$ cat src/rtl/fdsPkg.sv
package fdsPkg;
  typedef enum logic [2:0] {
    PH_MAR, PH_READ, PH_MDR, PH_CIR, PH_DECODE, PH_EXEC, PH_BOUND
  } seqPhase_t;

  typedef struct packed {
    logic loadMar;
    logic incPc;
    logic loadMdr;
    logic loadCir;
    logic irqEnter;
    logic retire;
  } seqStrobe_t;
endpackage

$ cat src/rtl/fdsControl.sv
module fdsControl
  import fdsPkg::*;
#(
  parameter int OPC_W  = 8,
  parameter logic [OPC_W-1:0] RET_OP = 8'hFF
) (
  input  logic             clk,
  input  logic             rst,
  input  logic [OPC_W-1:0] opcode,
  input  logic             exDone,
  input  logic             irqReq,
  input  logic             irqMasked,
  output seqStrobe_t       stb,
  output logic             memRdEn,
  output logic             exStart
);
  seqPhase_t phase, phaseNext;

  always_ff @(posedge clk) begin
    if (rst) phase <= PH_MAR;
    else     phase <= phaseNext;
  end

  always_comb begin
    stb       = '0;
    memRdEn   = 1'b0;
    exStart   = 1'b0;
    phaseNext = phase;
    case (phase)
      PH_MAR: begin
        stb.loadMar = 1'b1;
        phaseNext   = PH_READ;
      end
      PH_READ: begin
        stb.incPc = 1'b1;
        memRdEn   = 1'b1;
        phaseNext = PH_MDR;
      end
      PH_MDR: begin
        stb.loadMdr = 1'b1;
        phaseNext   = PH_CIR;
      end
      PH_CIR: begin
        stb.loadCir = 1'b1;
        phaseNext   = PH_DECODE;
      end
      PH_DECODE: begin
        if (opcode == RET_OP) begin
          stb.retire = 1'b1;
          phaseNext  = PH_BOUND;
        end else begin
          exStart   = 1'b1;
          phaseNext = PH_EXEC;
        end
      end
      PH_EXEC: begin
        if (exDone) phaseNext = PH_BOUND;
      end
      PH_BOUND: begin
        stb.irqEnter = irqReq && !irqMasked;
        phaseNext    = PH_MAR;
      end
      default: phaseNext = PH_MAR;
    endcase
  end

  AST_START_PULSE: assert property (@(posedge clk) disable iff (rst)
    exStart |=> !exStart);
  AST_EXEC_HOLD: assert property (@(posedge clk) disable iff (rst)
    (phase == PH_EXEC && !exDone) |=> (!memRdEn && !exStart));
  AST_READ_AFTER_MAR: assert property (@(posedge clk) disable iff (rst)
    stb.loadMar |=> memRdEn);
endmodule

$ cat src/rtl/fdsDatapath.sv
module fdsDatapath
  import fdsPkg::*;
#(
  parameter int ADDR_W = 8,
  parameter int WORD_W = 16,
  parameter int OPC_W  = 8,
  parameter logic [ADDR_W-1:0] IRQ_VEC = 8'hF0,
  localparam int OPD_W = WORD_W - OPC_W
) (
  input  logic              clk,
  input  logic              rst,
  input  seqStrobe_t        stb,
  input  logic [WORD_W-1:0] memRdData,
  output logic [ADDR_W-1:0] pc,
  output logic [ADDR_W-1:0] mar,
  output logic [WORD_W-1:0] mdr,
  output logic [WORD_W-1:0] cir,
  output logic              masked,
  output logic [OPC_W-1:0]  opcode,
  output logic [OPD_W-1:0]  operand
);
  logic [ADDR_W-1:0] pcShadow;

  always_ff @(posedge clk) begin
    if (rst) begin
      pc       <= '0;
      mar      <= '0;
      mdr      <= '0;
      cir      <= '0;
      pcShadow <= '0;
      masked   <= 1'b0;
    end else begin
      if (stb.loadMar) mar <= pc;
      if (stb.incPc)   pc  <= pc + 1'b1;
      if (stb.loadMdr) mdr <= memRdData;
      if (stb.loadCir) cir <= mdr;
      if (stb.irqEnter) begin
        pcShadow <= pc;
        pc       <= IRQ_VEC;
        masked   <= 1'b1;
      end
      if (stb.retire) begin
        pc     <= pcShadow;
        masked <= 1'b0;
      end
    end
  end

  assign opcode  = cir[WORD_W-1 -: OPC_W];
  assign operand = cir[OPD_W-1:0];

  AST_MAR_FROM_PC: assert property (@(posedge clk) disable iff (rst)
    stb.loadMar |=> (mar == $past(pc)));
  AST_PC_STEP: assert property (@(posedge clk) disable iff (rst)
    stb.incPc |=> (pc == $past(pc) + 1'b1));
  AST_MDR_CAPTURE: assert property (@(posedge clk) disable iff (rst)
    stb.loadMdr |=> (mdr == $past(memRdData)));
  AST_CIR_FROM_MDR: assert property (@(posedge clk) disable iff (rst)
    stb.loadCir |=> (cir == $past(mdr)));
  AST_IRQ_ENTRY: assert property (@(posedge clk) disable iff (rst)
    stb.irqEnter |=> (pc == IRQ_VEC && masked));
  AST_RETURN: assert property (@(posedge clk) disable iff (rst)
    stb.retire |=> (pc == $past(pcShadow) && !masked));
endmodule

$ cat src/rtl/fetchDecodeSeq.sv
module fetchDecodeSeq
  import fdsPkg::*;
#(
  parameter int ADDR_W = 8,
  parameter int WORD_W = 16,
  parameter int OPC_W  = 8,
  parameter logic [ADDR_W-1:0] IRQ_VEC = 8'hF0,
  parameter logic [OPC_W-1:0]  RET_OP  = 8'hFF,
  localparam int OPD_W = WORD_W - OPC_W
) (
  input  logic              clk,
  input  logic              rst,
  output logic              memRdEn,
  output logic [ADDR_W-1:0] memAddr,
  input  logic [WORD_W-1:0] memRdData,
  input  logic              irqReq,
  output logic              exStart,
  output logic [OPC_W-1:0]  exOpcode,
  output logic [OPD_W-1:0]  exOperand,
  input  logic              exDone,
  output logic [ADDR_W-1:0] pcOut,
  output logic [ADDR_W-1:0] marOut,
  output logic [WORD_W-1:0] mdrOut,
  output logic [WORD_W-1:0] cirOut,
  output logic              irqMasked
);
  seqStrobe_t stb;

  fdsControl #(.OPC_W(OPC_W), .RET_OP(RET_OP)) uCtrl (
    .clk(clk), .rst(rst), .opcode(exOpcode), .exDone(exDone),
    .irqReq(irqReq), .irqMasked(irqMasked), .stb(stb),
    .memRdEn(memRdEn), .exStart(exStart)
  );

  fdsDatapath #(.ADDR_W(ADDR_W), .WORD_W(WORD_W), .OPC_W(OPC_W),
                .IRQ_VEC(IRQ_VEC)) uPath (
    .clk(clk), .rst(rst), .stb(stb), .memRdData(memRdData),
    .pc(pcOut), .mar(marOut), .mdr(mdrOut), .cir(cirOut),
    .masked(irqMasked), .opcode(exOpcode), .operand(exOperand)
  );

  assign memAddr = marOut;
endmodule

$ cat config.mk
export PLATFORM = sky130hd
export DESIGN_NAME = fetchDecodeSeq
export DESIGN_NICKNAME = d
export VERILOG_FILES = /design/src/rtl/fdsPkg.sv /design/src/rtl/fdsControl.sv /design/src/rtl/fdsDatapath.sv /design/src/rtl/fetchDecodeSeq.sv
export SDC_FILE = /design/constraint.sdc
export NUM_CORES = 1
export LEC_CHECK = 0
export CORE_ASPECT_RATIO = 1.25
export CORE_MARGIN = 3
export CORE_UTILIZATION = 46
export CTS_BUF_LIST = sky130_fd_sc_hd__clkbuf_8
export CTS_CLUSTER_DIAMETER = 200
export DETAILED_ROUTE_END_ITERATION = 6
export PLACE_DENSITY = 0.9
export SYNTH_ARGS = -nofsm -noshare
export SYNTH_HDL_FRONTEND = slang
export SYNTH_SLANG_ARGS = --single-unit
$ cat constraint.sdc
create_clock -name clk -period 2 [get_ports clk]
set_input_delay 0.2 -clock clk [delete_from_list [all_inputs] [get_ports clk]]
set_output_delay 0.2 -clock clk [all_outputs]
set_load 0.01 [all_outputs]
==> results.toml <==
[placed_design]
gpl.final_weighted_congestion = 0.768
numPortBuffers = 94
dp.cells = 422
dp.final_hpwl_um = 4360

[setup_path]
number_of_cell_instances_on_the_worst_register_to_register_path = 5
rr_startpoint = "uCtrl.phase[0]"
timing.critical_path.to_type = "primary output"
critPathArrivalTime_ps = 1700
worstReg2RegEnd = "uPath.pc[5]"
setup.worst_path.class = "reg -> out"
required_ps = 1800
reg2reg_setup_slack_ps = 380
cp-start-kind = "flip-flop"
path_max_fanout = 11

[cts]
clock_tree.buffer_depth = 2
clock_sink_count = 60
clock_tree.htree_level_count = 3
tritoncts = "yes"
clockRootBuffer = "sky130_fd_sc_hd__clkbuf_8"
cts-buffers-inserted = 9
clkLatencyLatePin_ps = 340
cts_post_setup_buffers_inserted = 0
clkSlewWorstSetupHoldPaths_ps = 60

[timing]
period_minus_ws_final_ps = 1900
timing.clock.skew_ps = 6.98
finalCritPeriodShare = 0.951
report.final.setup_viol = 0
relSlewSlack = 0.537
final_max_slew_viol_count = 0
tightest_slew_ps = 695
count_of_final_hold_check_violations = 0
highest_clock_rate_mhz = 526
grt_setup_unrepaired = "no"
final.setup.tns_ps = 0

[pwr]
power.ir.vdd_worst_v = 0.000550
leakage_dissipation_nw = 1.29
power-per-cell-area_mw_per_mm2 = 754

[logic_synthesis]
synth.avg_cell_area_um2 = 8.67
synthFlopType = "sky130_fd_sc_hd__dfxtp_1"
synth_area_mm2 = 0.00259
synth.yosys.warnings = 0
synthDistinctLibCells = 38
synth.net_count = 320
synthesized_instance_count = 299
synth.ff_latch_count = 60
synth.yosys.seq_area_share = 0.463
async_reset_ff_frac = 0
synth_enable_flop_cells = 0

[global_routing]
groute.usage.overall = 0.196
grt_first_pass_wirelength_um = 10000
grt_start_max_net_pins = 39
grt_antenna_before_repair = 0
globalRoute.totalOverflow = 0
vias_in_the_first_global_route = 2057

[min_path]
worstHoldStart = "rst"
hold_class = "in -> reg"
worst_hold_path_stage_count = 2
min_delay_worst_endpoint = "uPath.mar[0]"

[floorplanning]
die-width_um = 73.1
pin_count = 95
die-area_mm2 = 0.00658
fp.coreArea_mm2 = 0.00526
floorplan.die.height_um = 89.9
initial_utilization = 0.493
fp-row-count = 29

[route]
post_drt_wl_per_cell_um = 14.1
drt.antenna.violating_nets = 0
route.vias.total = 2236
viasPerCell = 5.11
route.final.wire_length_um = 6160
initialDrtViolationCount = 99
remaining_drc_errors = 0
firstDrtPassIters = 4

[layout]
layout.cells.non_filler = 438
nFillCells = 428
antenna_cells = 0
layout-drive-gt1-share = 0.0904
area_growth_pct = 38.7
final_nets = 392

[flow_run]
max_cap_viol_count = 0

[outcome]
run_status = "completed"
## how the worst max path moves through the flow
stage,startpoint,end,depth (start not counted)
2_1_floorplan,uCtrl.phase[0],uPath.pc[5],6
3_3_place_gp,uCtrl.phase[0],exStart,3
3_5_place_dp,uCtrl.phase[0],exStart,3
4_1_cts,uCtrl.phase[2],memRdEn,3
5_1_grt,uCtrl.phase[2],memRdEn,3
6_report,uCtrl.phase[2],memRdEn,3
## worst max-delay path: stages, from the launching register on
cell and delay, ps:
sky130_fd_sc_hd__dfxtp_1 310, sky130_fd_sc_hd__buf_4 180, sky130_fd_sc_hd__nor3b_4 280, sky130_fd_sc_hd__clkdlybuf4s50_1 590
## state kept, by name, summed over array words and instances (netlist names)
name and count:
uPath.pc 8, uPath.masked 1, uPath.mar 8, uPath.cir 16, uPath.mdr 16, uCtrl.phase 3
uPath.pcShadow 8
## cells in the mapped netlist, drive strengths merged (4+ instances only)
master / count / area, µm²
dfxtp: 60 / 1200
clkbuf: 13 / 48.8
nor3: 5 / 47.5
buf: 29 / 233
mux2i: 17 / 170
xor2: 4 / 35.0
nand2: 69 / 259
a21oi: 37 / 185
nand4: 4 / 25.0
nor2: 24 / 92.6
## layout by cell type (no fill, tap or decap), types with 2 or more instances in the layout
cell / instances
sky130_fd_sc_hd__a21oi_1: 37
sky130_fd_sc_hd__a221oi_2: 2
sky130_fd_sc_hd__and3_1: 3
sky130_fd_sc_hd__buf_4: 9
sky130_fd_sc_hd__clkbuf_8: 11
sky130_fd_sc_hd__clkdlybuf4s50_1: 92
sky130_fd_sc_hd__clkinv_2: 2
sky130_fd_sc_hd__dfxtp_1: 59
sky130_fd_sc_hd__inv_1: 3
sky130_fd_sc_hd__mux2i_1: 17
sky130_fd_sc_hd__nand2_1: 69
sky130_fd_sc_hd__nand3_1: 2
sky130_fd_sc_hd__nand3b_1: 2
sky130_fd_sc_hd__nand4_1: 4
sky130_fd_sc_hd__nor2_1: 23
sky130_fd_sc_hd__nor3_1: 3
sky130_fd_sc_hd__nor3_4: 2
sky130_fd_sc_hd__nor4_1: 2
sky130_fd_sc_hd__o41ai_1: 2
sky130_fd_sc_hd__or3_1: 3
sky130_fd_sc_hd__xnor2_1: 3
sky130_fd_sc_hd__xor2_1: 4
## report_power, final
| part | total (W) | internal (W) | switching, W |
|---|---|---|---|
| Combinational | 0.000342 | 0.000178 | 0.000164 |
| Sequential | 0.00127 | 0.00123 | 0.0000355 |
| Clock | 0.00110 | 0.000634 | 0.000463 |
## repair_timing
action,4_1_cts,5_1_grt
resized for setup,2,0
setup endpoints to repair,1,0
hold buffers,0,0
## cells by family after synthesis
logic type,Yosys count,share of synthesized area
and+or+nand+nor,124,0.227
DFF,60,0.463
AOI/OAI and AO/OA,46,0.104
buffers and inverters,44,0.111
adders and majority gates,1,0.00483
muxes,17,0.0656
xor gates and xnor gates,7,0.0236
## layer usage
metal / GRT usage / wire [µm] / part of all wire / vias up
met2: 0.316 / 3040 / 0.49 / 94
met4: 0.0831 / 93 / 0.015 / 0
met5: 0 / 0 / 0 / -
met1: 0.218 / 2430 / 0.39 / 1019
li1: - / - / - / 1112
met3: 0.0893 / 597 / 0.097 / 11
## area by class of cell
class	count	area, µm²	area share
clock buffer	11	151	0.0421
clock inverter	5	51.3	0.0143
inverter	2	7.51	0.00209
multi-input combinational	195	1100	0.307
sequential	60	1200	0.334
tap	62	77.6	0.0216
timing repair buffer	103	1000	0.279
## through the flow
stage               utilization  cell area [µm²]  setup WS (ps)  power, W  hold slack (ps)
global placement          0.645             3390            260   0.00163              439
floorplan                     -             2590            484   0.00148              336
finish                    0.683             3590           97.9   0.00271              392
detailed placement        0.645             3390            240   0.00164              448
global route              0.683             3590           52.0   0.00283              397
CTS                       0.683             3590           84.5   0.00274              376
Power figures use the tool's default switching activity.
